[src/rtl/zz_pkg.sv]
package zz_pkg;

  localparam int ZZ_DIM = 8;
  localparam int ZZ_N   = ZZ_DIM * ZZ_DIM;
  localparam int ZZ_AW  = $clog2(ZZ_N);

  // Scan position of row-major index n, derived from the anti-diagonal
  // it lies on and the direction in which that diagonal is walked.
  function automatic logic [ZZ_AW-1:0] zz_pos(input logic [ZZ_AW-1:0] n);
    int r;
    int c;
    int d;
    int lo;
    int base;
    int off;
    r    = int'(n) / ZZ_DIM;
    c    = int'(n) % ZZ_DIM;
    d    = r + c;
    lo   = (d < ZZ_DIM) ? 0 : d - (ZZ_DIM - 1);
    base = (d < ZZ_DIM) ? (d * (d + 1)) / 2
                        : ZZ_N - ((2 * ZZ_DIM - 1 - d) * (2 * ZZ_DIM - d)) / 2;
    off  = d[0] ? (r - lo) : (c - lo);
    return ZZ_AW'(base + off);
  endfunction

endpackage

[src/rtl/zz_wr_seq.sv]
module zz_wr_seq
  import zz_pkg::*;
(
  input  logic             clk,
  input  logic             rst_n,
  input  logic             fire,
  input  logic             sob,
  output logic [ZZ_AW-1:0] addr,
  output logic             done
);

  logic [ZZ_AW-1:0] idx_q;
  logic [ZZ_AW-1:0] cur;

  // A start marker forces the index back to zero.
  assign cur  = sob ? '0 : idx_q;
  assign addr = zz_pos(cur);
  assign done = fire && (cur == ZZ_AW'(ZZ_N - 1));

  always_ff @(posedge clk or negedge rst_n) begin
    if (!rst_n) idx_q <= '0;
    else if (fire) idx_q <= cur + 1'b1;
  end

endmodule

[src/rtl/zz_rd_seq.sv]
module zz_rd_seq
  import zz_pkg::*;
(
  input  logic             clk,
  input  logic             rst_n,
  input  logic             fire,
  output logic [ZZ_AW-1:0] addr,
  output logic             last
);

  logic [ZZ_AW-1:0] addr_q;

  assign addr = addr_q;
  assign last = (addr_q == ZZ_AW'(ZZ_N - 1));

  always_ff @(posedge clk or negedge rst_n) begin
    if (!rst_n) addr_q <= '0;
    else if (fire) addr_q <= addr_q + 1'b1;
  end

endmodule

[src/rtl/zz_store.sv]
module zz_store #(
  parameter int W     = 12,
  parameter int AW    = 6,
  parameter int BANKS = 2
) (
  input  logic                     clk,
  input  logic                     we,
  input  logic [$clog2(BANKS)-1:0] wbank,
  input  logic [AW-1:0]            waddr,
  input  logic [W-1:0]             wdata,
  input  logic [$clog2(BANKS)-1:0] rbank,
  input  logic [AW-1:0]            raddr,
  output logic [W-1:0]             rdata
);

  localparam int DEPTH = 1 << AW;

  logic [W-1:0] rd_bank [BANKS];

  for (genvar b = 0; b < BANKS; b++) begin : g_bank
    logic [W-1:0] mem [DEPTH];

    always_ff @(posedge clk) begin
      if (we && (wbank == b)) mem[waddr] <= wdata;
    end

    assign rd_bank[b] = mem[raddr];
  end

  assign rdata = rd_bank[rbank];

endmodule

[src/rtl/zigzag_reorder.sv]
module zigzag_reorder
  import zz_pkg::*;
#(
  parameter int COEF_W = 12
) (
  input  logic              clk,
  input  logic              rst_n,
  input  logic              in_valid,
  output logic              in_ready,
  input  logic              in_sob,
  input  logic [COEF_W-1:0] in_data,
  output logic              out_valid,
  input  logic              out_ready,
  output logic [COEF_W-1:0] out_data,
  output logic              out_last
);

  localparam int AW = ZZ_AW;

  logic          wbank_q;
  logic          rbank_q;
  logic [1:0]    full_q;
  logic          in_fire;
  logic          out_fire;
  logic [AW-1:0] waddr;
  logic [AW-1:0] raddr;
  logic          wr_done;
  logic          rd_last;

  assign in_ready  = !full_q[wbank_q];
  assign out_valid = full_q[rbank_q];
  assign in_fire   = in_valid && in_ready;
  assign out_fire  = out_valid && out_ready;
  assign out_last  = out_valid && rd_last;

  zz_wr_seq u_wr (
    .clk  (clk),
    .rst_n(rst_n),
    .fire (in_fire),
    .sob  (in_sob),
    .addr (waddr),
    .done (wr_done)
  );

  zz_rd_seq u_rd (
    .clk  (clk),
    .rst_n(rst_n),
    .fire (out_fire),
    .addr (raddr),
    .last (rd_last)
  );

  zz_store #(.W(COEF_W), .AW(AW), .BANKS(2)) u_mem (
    .clk  (clk),
    .we   (in_fire),
    .wbank(wbank_q),
    .waddr(waddr),
    .wdata(in_data),
    .rbank(rbank_q),
    .raddr(raddr),
    .rdata(out_data)
  );

  // The filling bank and the draining bank always differ when they
  // change in the same cycle, so setting and clearing never collide.
  always_ff @(posedge clk or negedge rst_n) begin
    if (!rst_n) begin
      wbank_q <= 1'b0;
      rbank_q <= 1'b0;
      full_q  <= '0;
    end else begin
      if (wr_done) begin
        full_q[wbank_q] <= 1'b1;
        wbank_q         <= ~wbank_q;
      end
      if (out_fire && rd_last) begin
        full_q[rbank_q] <= 1'b0;
        rbank_q         <= ~rbank_q;
      end
    end
  end

endmodule

[config.mk]
export PLATFORM = sky130hd
export DESIGN_NAME = zigzag_reorder
export DESIGN_NICKNAME = d
export VERILOG_FILES = /design/src/rtl/zz_pkg.sv /design/src/rtl/zz_wr_seq.sv /design/src/rtl/zz_rd_seq.sv /design/src/rtl/zz_store.sv /design/src/rtl/zigzag_reorder.sv
export SDC_FILE = /design/constraint.sdc
export NUM_CORES = 2
export LEC_CHECK = 0
export ABC_AREA = 1
export BUFFER_PORTS_ARGS = -buffer_cell sky130_fd_sc_hd__buf_2
export CORE_ASPECT_RATIO = 0.6
export CORE_MARGIN = 2
export CORE_UTILIZATION = 55
export DETAILED_ROUTE_END_ITERATION = 16
export HOLD_SLACK_MARGIN = 0.1
export MAX_ROUTING_LAYER = met4
export PLACE_DENSITY = 0.77
export RECOVER_POWER = 50
export SYNTH_ARGS = -nofsm -noshare
export SYNTH_HDL_FRONTEND = slang
export SYNTH_SLANG_ARGS = --single-unit
[constraint.sdc]
create_clock -name clk -period 12.4 [get_ports clk]
set_input_delay 0.62 -clock clk [delete_from_list [all_inputs] [get_ports clk]]
set_output_delay 0.62 -clock clk [all_outputs]
set_load 0.005 [all_outputs]
## Word-level counts from Yosys, hierarchy flattened

Memory sizes are Yosys's and may differ from the RTL's.
Cells that the tools add are included.

| word-level totals | value |
|---|---|
| memories kept | 2 |
| logic and storage cells | 69 |
| bits in registers | 16 |
| ROM bits | 0 |
| latch bits | 0 |
| bits in writable memories | 1,536 |

Memory list:

| name | depth | width | read ports | clocked after Yosys merged registers in | wr ports | RTL line | text |
|---|---|---|---|---|---|---|---|
| u_mem.g_bank[0].mem | 64 | 12 | 1 | 0 | 1 | zz_store.sv:21 | `logic [W-1:0] mem [DEPTH];` |
| u_mem.g_bank[1].mem | 64 | 12 | 1 | 0 | 1 | zz_store.sv:21 |  |

| operators by class | value |
|---|---|
| multiply operators | 2 |
| reductions and logical operators | 10 |
| order comparisons | 6 |
| eq/ne operators | 2 |
| $add $sub $neg | 13 |
| bitwise operators | 8 |
| divide/modulo/power cells | 0 |
| shifts and indexed selects | 0 |
| muxes and demuxes | 21 |

Operators by type and width:

| cell | count |
|---|---|
| 12-bit 2-to-1 mux | 3 |
| 32-bit by 2-bit adder with 32-bit output, second input constant | 1 |
| 32-bit by 5-bit less-than comparator with 1-bit output, second input constant | 1 |
| 32-bit by 32-bit multiplier with 32-bit output | 1 |
| 5-bit by 32-bit multiplier with 32-bit output | 1 |
| 5-bit by 32-bit subtractor with 32-bit output, first input constant | 1 |
| 6-bit by 32-bit subtractor with 32-bit output, first input constant | 1 |
| 6-bit 2-to-1 mux | 4 |
| 6-bit by 1-bit adder with 6-bit output | 2 |
| 6-bit by 1-bit adder with 6-bit output, second input constant | 2 |
| 6-bit == test, second input constant | 2 |
| 4-bit by 6-bit subtractor with 6-bit output | 2 |
| 1-bit 2-to-1 mux | 10 |
| 1-bit logical AND | 9 |
| 6-bit adder | 1 |
| 1-bit by 6-bit subtractor with 6-bit output, first input constant | 1 |
| 6-bit by 4-bit subtractor with 6-bit output, second input constant | 1 |
| 3-bit by 3-bit adder with 4-bit output | 1 |
| 1-bit by 2-bit less-than comparator with 1-bit output, second input constant | 2 |
| 2-bit 2-to-1 mux | 2 |
| 1-bit bitwise AND | 2 |
| 2-bit bitwise AND | 1 |
| 1-bit demux with 1-bit select | 2 |
| 1-bit >= comparator, second input constant | 2 |
| 6 further kinds | 7 |

## Logic depth before layout (Yosys ltp)

| depth | value |
|---|---|
| depth in word-level cells | 9 |
| gate-level depth with buffers | 40 |
| gate-level depth less buffers | 39 |

## Hierarchy

Synthesis repeated with hierarchy kept, for this count alone.

| second synthesis, totals | value |
|---|---|
| cell total of the unflattened synthesis | 5,602 |
| area total of the unflattened synthesis | 65,155.0 um^2 |

By module, submodules not included:

| module | seq. area each (um^2) | area each (um^2) | cells each | times used |
|---|---|---|---|---|
| zz_store | 46,124.2 | 62,593.8 | 5,249 | 1 |
| zz_wr_seq | 150.1 | 2,009.4 | 283 | 1 |
| zz_rd_seq | 150.1 | 296.5 | 34 | 1 |
| zigzag_reorder | 100.1 | 255.2 | 36 | 1 |

## Worst setup path before layout

No wires, ideal clock.

| timing path | value |
|---|---|
| path type | input -> register |
| start | input in_sob |
| end | memory u_mem.g_bank[0].mem[16][0], enable pin |
| buffers on the path | 1 |
| data arrival time | 7.368 ns |
| setup slack | 4.635 ns |
| setup time | 0.396 ns |
| stages on the path | 31 |
| path through | nor2_1 ha_1 bufinv_8 clkbuf_1 nand3_1 ha_1 nor2_1 fa_1 inv_1 fa_1 inv_1 ha_1 ha_1 inv_1 fa_1 inv_1 ha_1 a311oi_1 xnor2_1 nor2_1 a21oi_1 ha_1 bufinv_8 a21oi_1 nor2_1 nand3_2 nand2_4 inv_2 nand3_4 nand4_4 nor3_1 |

| on the way | value |
|---|---|
| cells in the longest elaborated chain, start to end | 9 |
| elaborated cells on any way between the ends | 20 |

Ends and longest elaborated chain:

| element | RTL line | text |
|---|---|---|
| from (decl) | zigzag_reorder.sv:10 | `input logic in_sob,` |
| 6-bit 2-to-1 mux (*) | zz_wr_seq.sv:16 | `assign cur = sob ? '0 : idx_q;` |
| 3-bit by 3-bit adder with 4-bit output | zz_pkg.sv:18 | `d = r + c;` |
| 5-bit by 32-bit subtractor with 32-bit output / 6-bit by 32-bit subtractor with 32-bit output (equally long branches) | zz_pkg.sv:21 | `: ZZ_N - ((2 * ZZ_DIM - 1 - d) * (2 * ZZ_DIM - d)) / 2;` |
| 32-bit by 32-bit multiplier with 32-bit output | zz_pkg.sv:21 |  |
| 1-bit bitwise AND (no source line) | - |  |
| 6-bit by 1-bit adder with 6-bit output (no source line) | - |  |
| 1-bit by 6-bit subtractor with 6-bit output | zz_pkg.sv:21 |  |
| 6-bit 2-to-1 mux | zz_pkg.sv:20 | `base = (d < ZZ_DIM) ? (d * (d + 1)) / 2` |
| 6-bit adder (*) | zz_pkg.sv:23 | `return ZZ_AW'(base + off);` |
| to (decl) | zz_store.sv:21 |  |

Mark *: on every way between the ends. The rest lies on a longest branch, timed or not.

## Worst setup path in the final report

| timing path | value |
|---|---|
| start | register u_wr.idx_q[2] |
| end | memory u_mem.g_bank[0].mem[17][11], enable pin |

| on the way | value |
|---|---|
| cells in the longest elaborated chain, start to end | 9 |
| elaborated cells on any way between the ends | 20 |

Ends and longest elaborated chain:

| element | RTL line | text |
|---|---|---|
| from (decl) | zz_wr_seq.sv:12 | `logic [ZZ_AW-1:0] idx_q;` |
| from (signal assigned) | zz_wr_seq.sv:22 | `else if (fire) idx_q <= cur + 1'b1;` |
| 6-bit 2-to-1 mux (*) | zz_wr_seq.sv:16 |  |
| 3-bit by 3-bit adder with 4-bit output | zz_pkg.sv:18 |  |
| 5-bit by 32-bit subtractor with 32-bit output / 6-bit by 32-bit subtractor with 32-bit output (equally long branches) | zz_pkg.sv:21 |  |
| 32-bit by 32-bit multiplier with 32-bit output | zz_pkg.sv:21 |  |
| 1-bit bitwise AND (no source line) | - |  |
| 6-bit by 1-bit adder with 6-bit output (no source line) | - |  |
| 1-bit by 6-bit subtractor with 6-bit output | zz_pkg.sv:21 |  |
| 6-bit 2-to-1 mux | zz_pkg.sv:20 |  |
| 6-bit adder (*) | zz_pkg.sv:23 |  |

Marked as above.

==> results.json <==
{
  "grt_max_degree": 214,
  "drive_gt1_share_pct": 7.75,
  "yosysTopAreaCell": "edfxtp_1",
  "status": "finished, violations left",
  "cts_buffer_depth": 3,
  "insertion_delay_ps": 770,
  "min_delay_path_depth": 3,
  "cts_max_level": 4,
  "clk_pin_slew_ps": 70,
  "holdCritStartpoint": "out_ready",
  "root_buffer": "clkbuf_16",
  "grt.overflow.total": 0,
  "dieArea_mm2": 0.119,
  "synth_compound_area_share_pct": 11.7,
  "dr_total_vias": 43250,
  "antenna_found_initial": 7,
  "synthFlopType": "edfxtp_1",
  "cp_slowest_cell": "nor3_2",
  "hold_buffers": 1,
  "finalHoldViolations": 0,
  "ff_latch_area_mm2": 0.0465,
  "grt_pass1_wl_um": 271000,
  "wl_um": 187000,
  "synth.area.top_cells": "edfxtp_1 72%, nor2_1 5.4%, o21ai_0 4.6%, o22ai_1 2.3%, o221ai_1 1.7%",
  "cts-buffers-inserted": 133,
  "timing.hold.ws_ps": 232,
  "vias_per_cell": 6.75,
  "area_growth_pct": 8.55,
  "yosysSeqAreaShare_pct": 73.0,
  "grt_pass1_vias": 39707,
  "fp.dieW_um": 443,
  "port_buffers": 31,
  "synth_top_area_share_pct": 72.4,
  "drt_pre_antenna_iters": 6,
  "nets": 4856,
  "fillCellCount": 8513,
  "place.gp.congestion": 1.00,
  "synth_cells": 4897,
  "endpoint_kind": "flip-flop",
  "ys_types": 55,
  "cts.sinks": 1552,
  "crit_type": "reg2reg",
  "hold_class": "in2reg",
  "cp-start-kind": "flip-flop",
  "power_w": 0.0107,
  "grt_usage_pct": 32.3,
  "maxCapViolCount": 30,
  "slew_headroom_pct": -197,
  "start_util_pct": 55.6,
  "p_leak_nw": 21.9,
  "finalSetupTns_ps": 0,
  "fin_cells": 6403,
  "synthMuxAreaShare_pct": 0.0157,
  "synth_common_cells": "1,536 x edfxtp_1, 918 x nor2_1, 590 x o21ai_0, 276 x nand2_1, 271 x clkbuf_1",
  "critical_path.max_fanout": 19,
  "wl_per_cell_um": 29.2,
  "rows": 96,
  "cts_resized": 0,
  "syn_area_per_cell_um2": 13.0,
  "route.detailed.drc": 0,
  "ys_warn_count": 0,
  "io_pins": 32,
  "synth_nets": 4978,
  "fmax_mhz": 113,
  "reg2reg_setup_slack_ps": 3530,
  "failed_checks": "max-capacitance violations, max-slew violations",
  "cts_tree": "yes",
  "ir_worst_vdd_mv": 0.136,
  "core_area_mm2": 0.115,
  "utilization_pct": 60.4,
  "dieHeight_um": 268,
  "async_flop_share_pct": 1.03,
  "synthXorXnorAreaFrac_pct": 0.291,
  "slew_viol_final": 1522,
  "required_ps": 12780,
  "synthSimpleGateAreaFrac_pct": 10.5,
  "post-cts-setup-buffer-count": 0,
  "rsz0062_at_grt": "no",
  "synth_edf_count": 1536,
  "period_needed_ps": 8870,
  "fin_crit_sh_pct": 71.6,
  "max_slew.worst_pin.slew_ps": 4450,
  "worstReg2RegStart": "u_wr.idx_q[2]$_DFFE_PN0P_",
  "ff2ff_path_depth": 31,
  "p_per_area_mw_per_mm2": 155,
  "slowest_delay_ps": 970,
  "synthAdderAreaFrac_pct": 1.40,
  "cp.arrival_ps": 9250,
  "yosysMostFrequentCell": "edfxtp_1",
  "ant_nets": 0,
  "multi_input_area_mm2": 0.0154,
  "clock_skew_ps": 22.1,
  "hold_path_end": "u_rd.addr[0]$_DFFE_PN0P_",
  "drtIter0Drc": 8815,
  "r2r_end": "u_mem.g_bank[0].mem[17][11]$_DFFE_PP_",
  "netlist_area_mm2": 0.0637,
  "synth-seq-cells": 1552,
  "synth_top_family_by_area": "compound AO/OA/AOI/OAI gates",
  "placed_cells": 6158,
  "setup_viol": 0,
  "dp_hpwl_um": 111000
}
==> report_power, final <==
part,switching (W),total (W),internal (W)
clock network,0.00191,0.00421,0.00230
registers,0.00000931,0.00583,0.00582
logic,0.000532,0.000705,0.000173
total,0.00245,0.0107,0.00829
==> critical path, delay by kind of cell (launching register included) <==
family,cells,cell delay [ps]
AOI/OAI and AO/OA,2,360
xor gates and xnor gates,2,270
adders and majority gates,9,3540
buffers and inverters,10,1620
DFF,1,360
and+or+nand+nor,8,2260
==> layer usage <==
metal | track usage, % | wire length, um
met5 | - | 0
met4 | 8.37 | 4890
met3 | 14.0 | 36700
met2 | 41.7 | 75200
met1 | 46.4 | 70200
==> metrics by stage <==
| step | instance area [um^2] | setup WS, ps |
|---|---|---|
| after detailed placement | 65000 | 3310 |
| after CTS | 69300 | 3690 |
| after global routing | 69200 | 3080 |
| after floorplan | 63700 | 4640 |
| after global placement | 65000 | 3490 |
| final | 69200 | 3530 |
==> placed cells by master (no fill, tap or decap), drive strengths merged, types with 16 or more instances in the layout <==
| cell | n |
|---|---|
| nor2 | 919 |
| o211ai | 55 |
| o221ai | 127 |
| o21ai | 807 |
| nand3 | 165 |
| nand4 | 64 |
| clkbuf | 207 |
| o22ai | 235 |
| dfrtp | 16 |
| clkinv | 53 |
| ha | 52 |
| nand2 | 288 |
| buf | 53 |
| nor3 | 69 |
| a21oi | 46 |
| inv | 108 |
| edfxtp | 1536 |
==> layout make-up <==
class	count	area share, %
antenna	6	0.0217
inverter	110	0.726
clock buffer	171	5.23
clock inverter	67	0.944
multi-input combinational	2888	22.2
tap	1519	2.75
timing repair buffer	90	0.829
sequential	1552	67.3
==> how the worst max path moves through the flow <==
stage	cells past startpoint	slack (ps)	endpoint	from
3_3_place_gp	30	3490	u_mem.g_bank[0].mem[30][7]$_DFFE_PP_	in_sob
3_5_place_dp	31	3310	u_mem.g_bank[0].mem[16][0]$_DFFE_PP_	in_sob
2_1_floorplan	31	4640	u_mem.g_bank[0].mem[16][0]$_DFFE_PP_	in_sob
5_1_grt	31	3080	u_mem.g_bank[0].mem[27][8]$_DFFE_PP_	u_wr.idx_q[2]$_DFFE_PN0P_
4_1_cts	31	3690	u_mem.g_bank[0].mem[16][10]$_DFFE_PP_	u_wr.idx_q[2]$_DFFE_PN0P_
6_report	31	3530	u_mem.g_bank[0].mem[17][11]$_DFFE_PP_	u_wr.idx_q[2]$_DFFE_PN0P_
==> flip-flops by register name (all words and copies together), names as in the netlist <==
| signal | cells |
|---|---|
| rbank_q | 1 |
| u_wr.idx_q | 6 |
| wbank_q | 1 |
| u_mem.g_bank.mem | 1536 |
| full_q | 2 |
| u_rd.addr | 6 |
==> logic make-up (layout without fill, tap and decap cells) <==
kind of cell / count (synthesis) / count (layout)
compound gates: 1292 / 1292
xor+xnor: 19 / 19
fa+ha+maj: 64 / 64
buf+inv: 457 / 438
flops: 1552 / 1552
mux: 1 / 1
other cells: 0 / 6
simple gates: 1512 / 1512
Note: power is estimated with default switching activity, not from simulation.
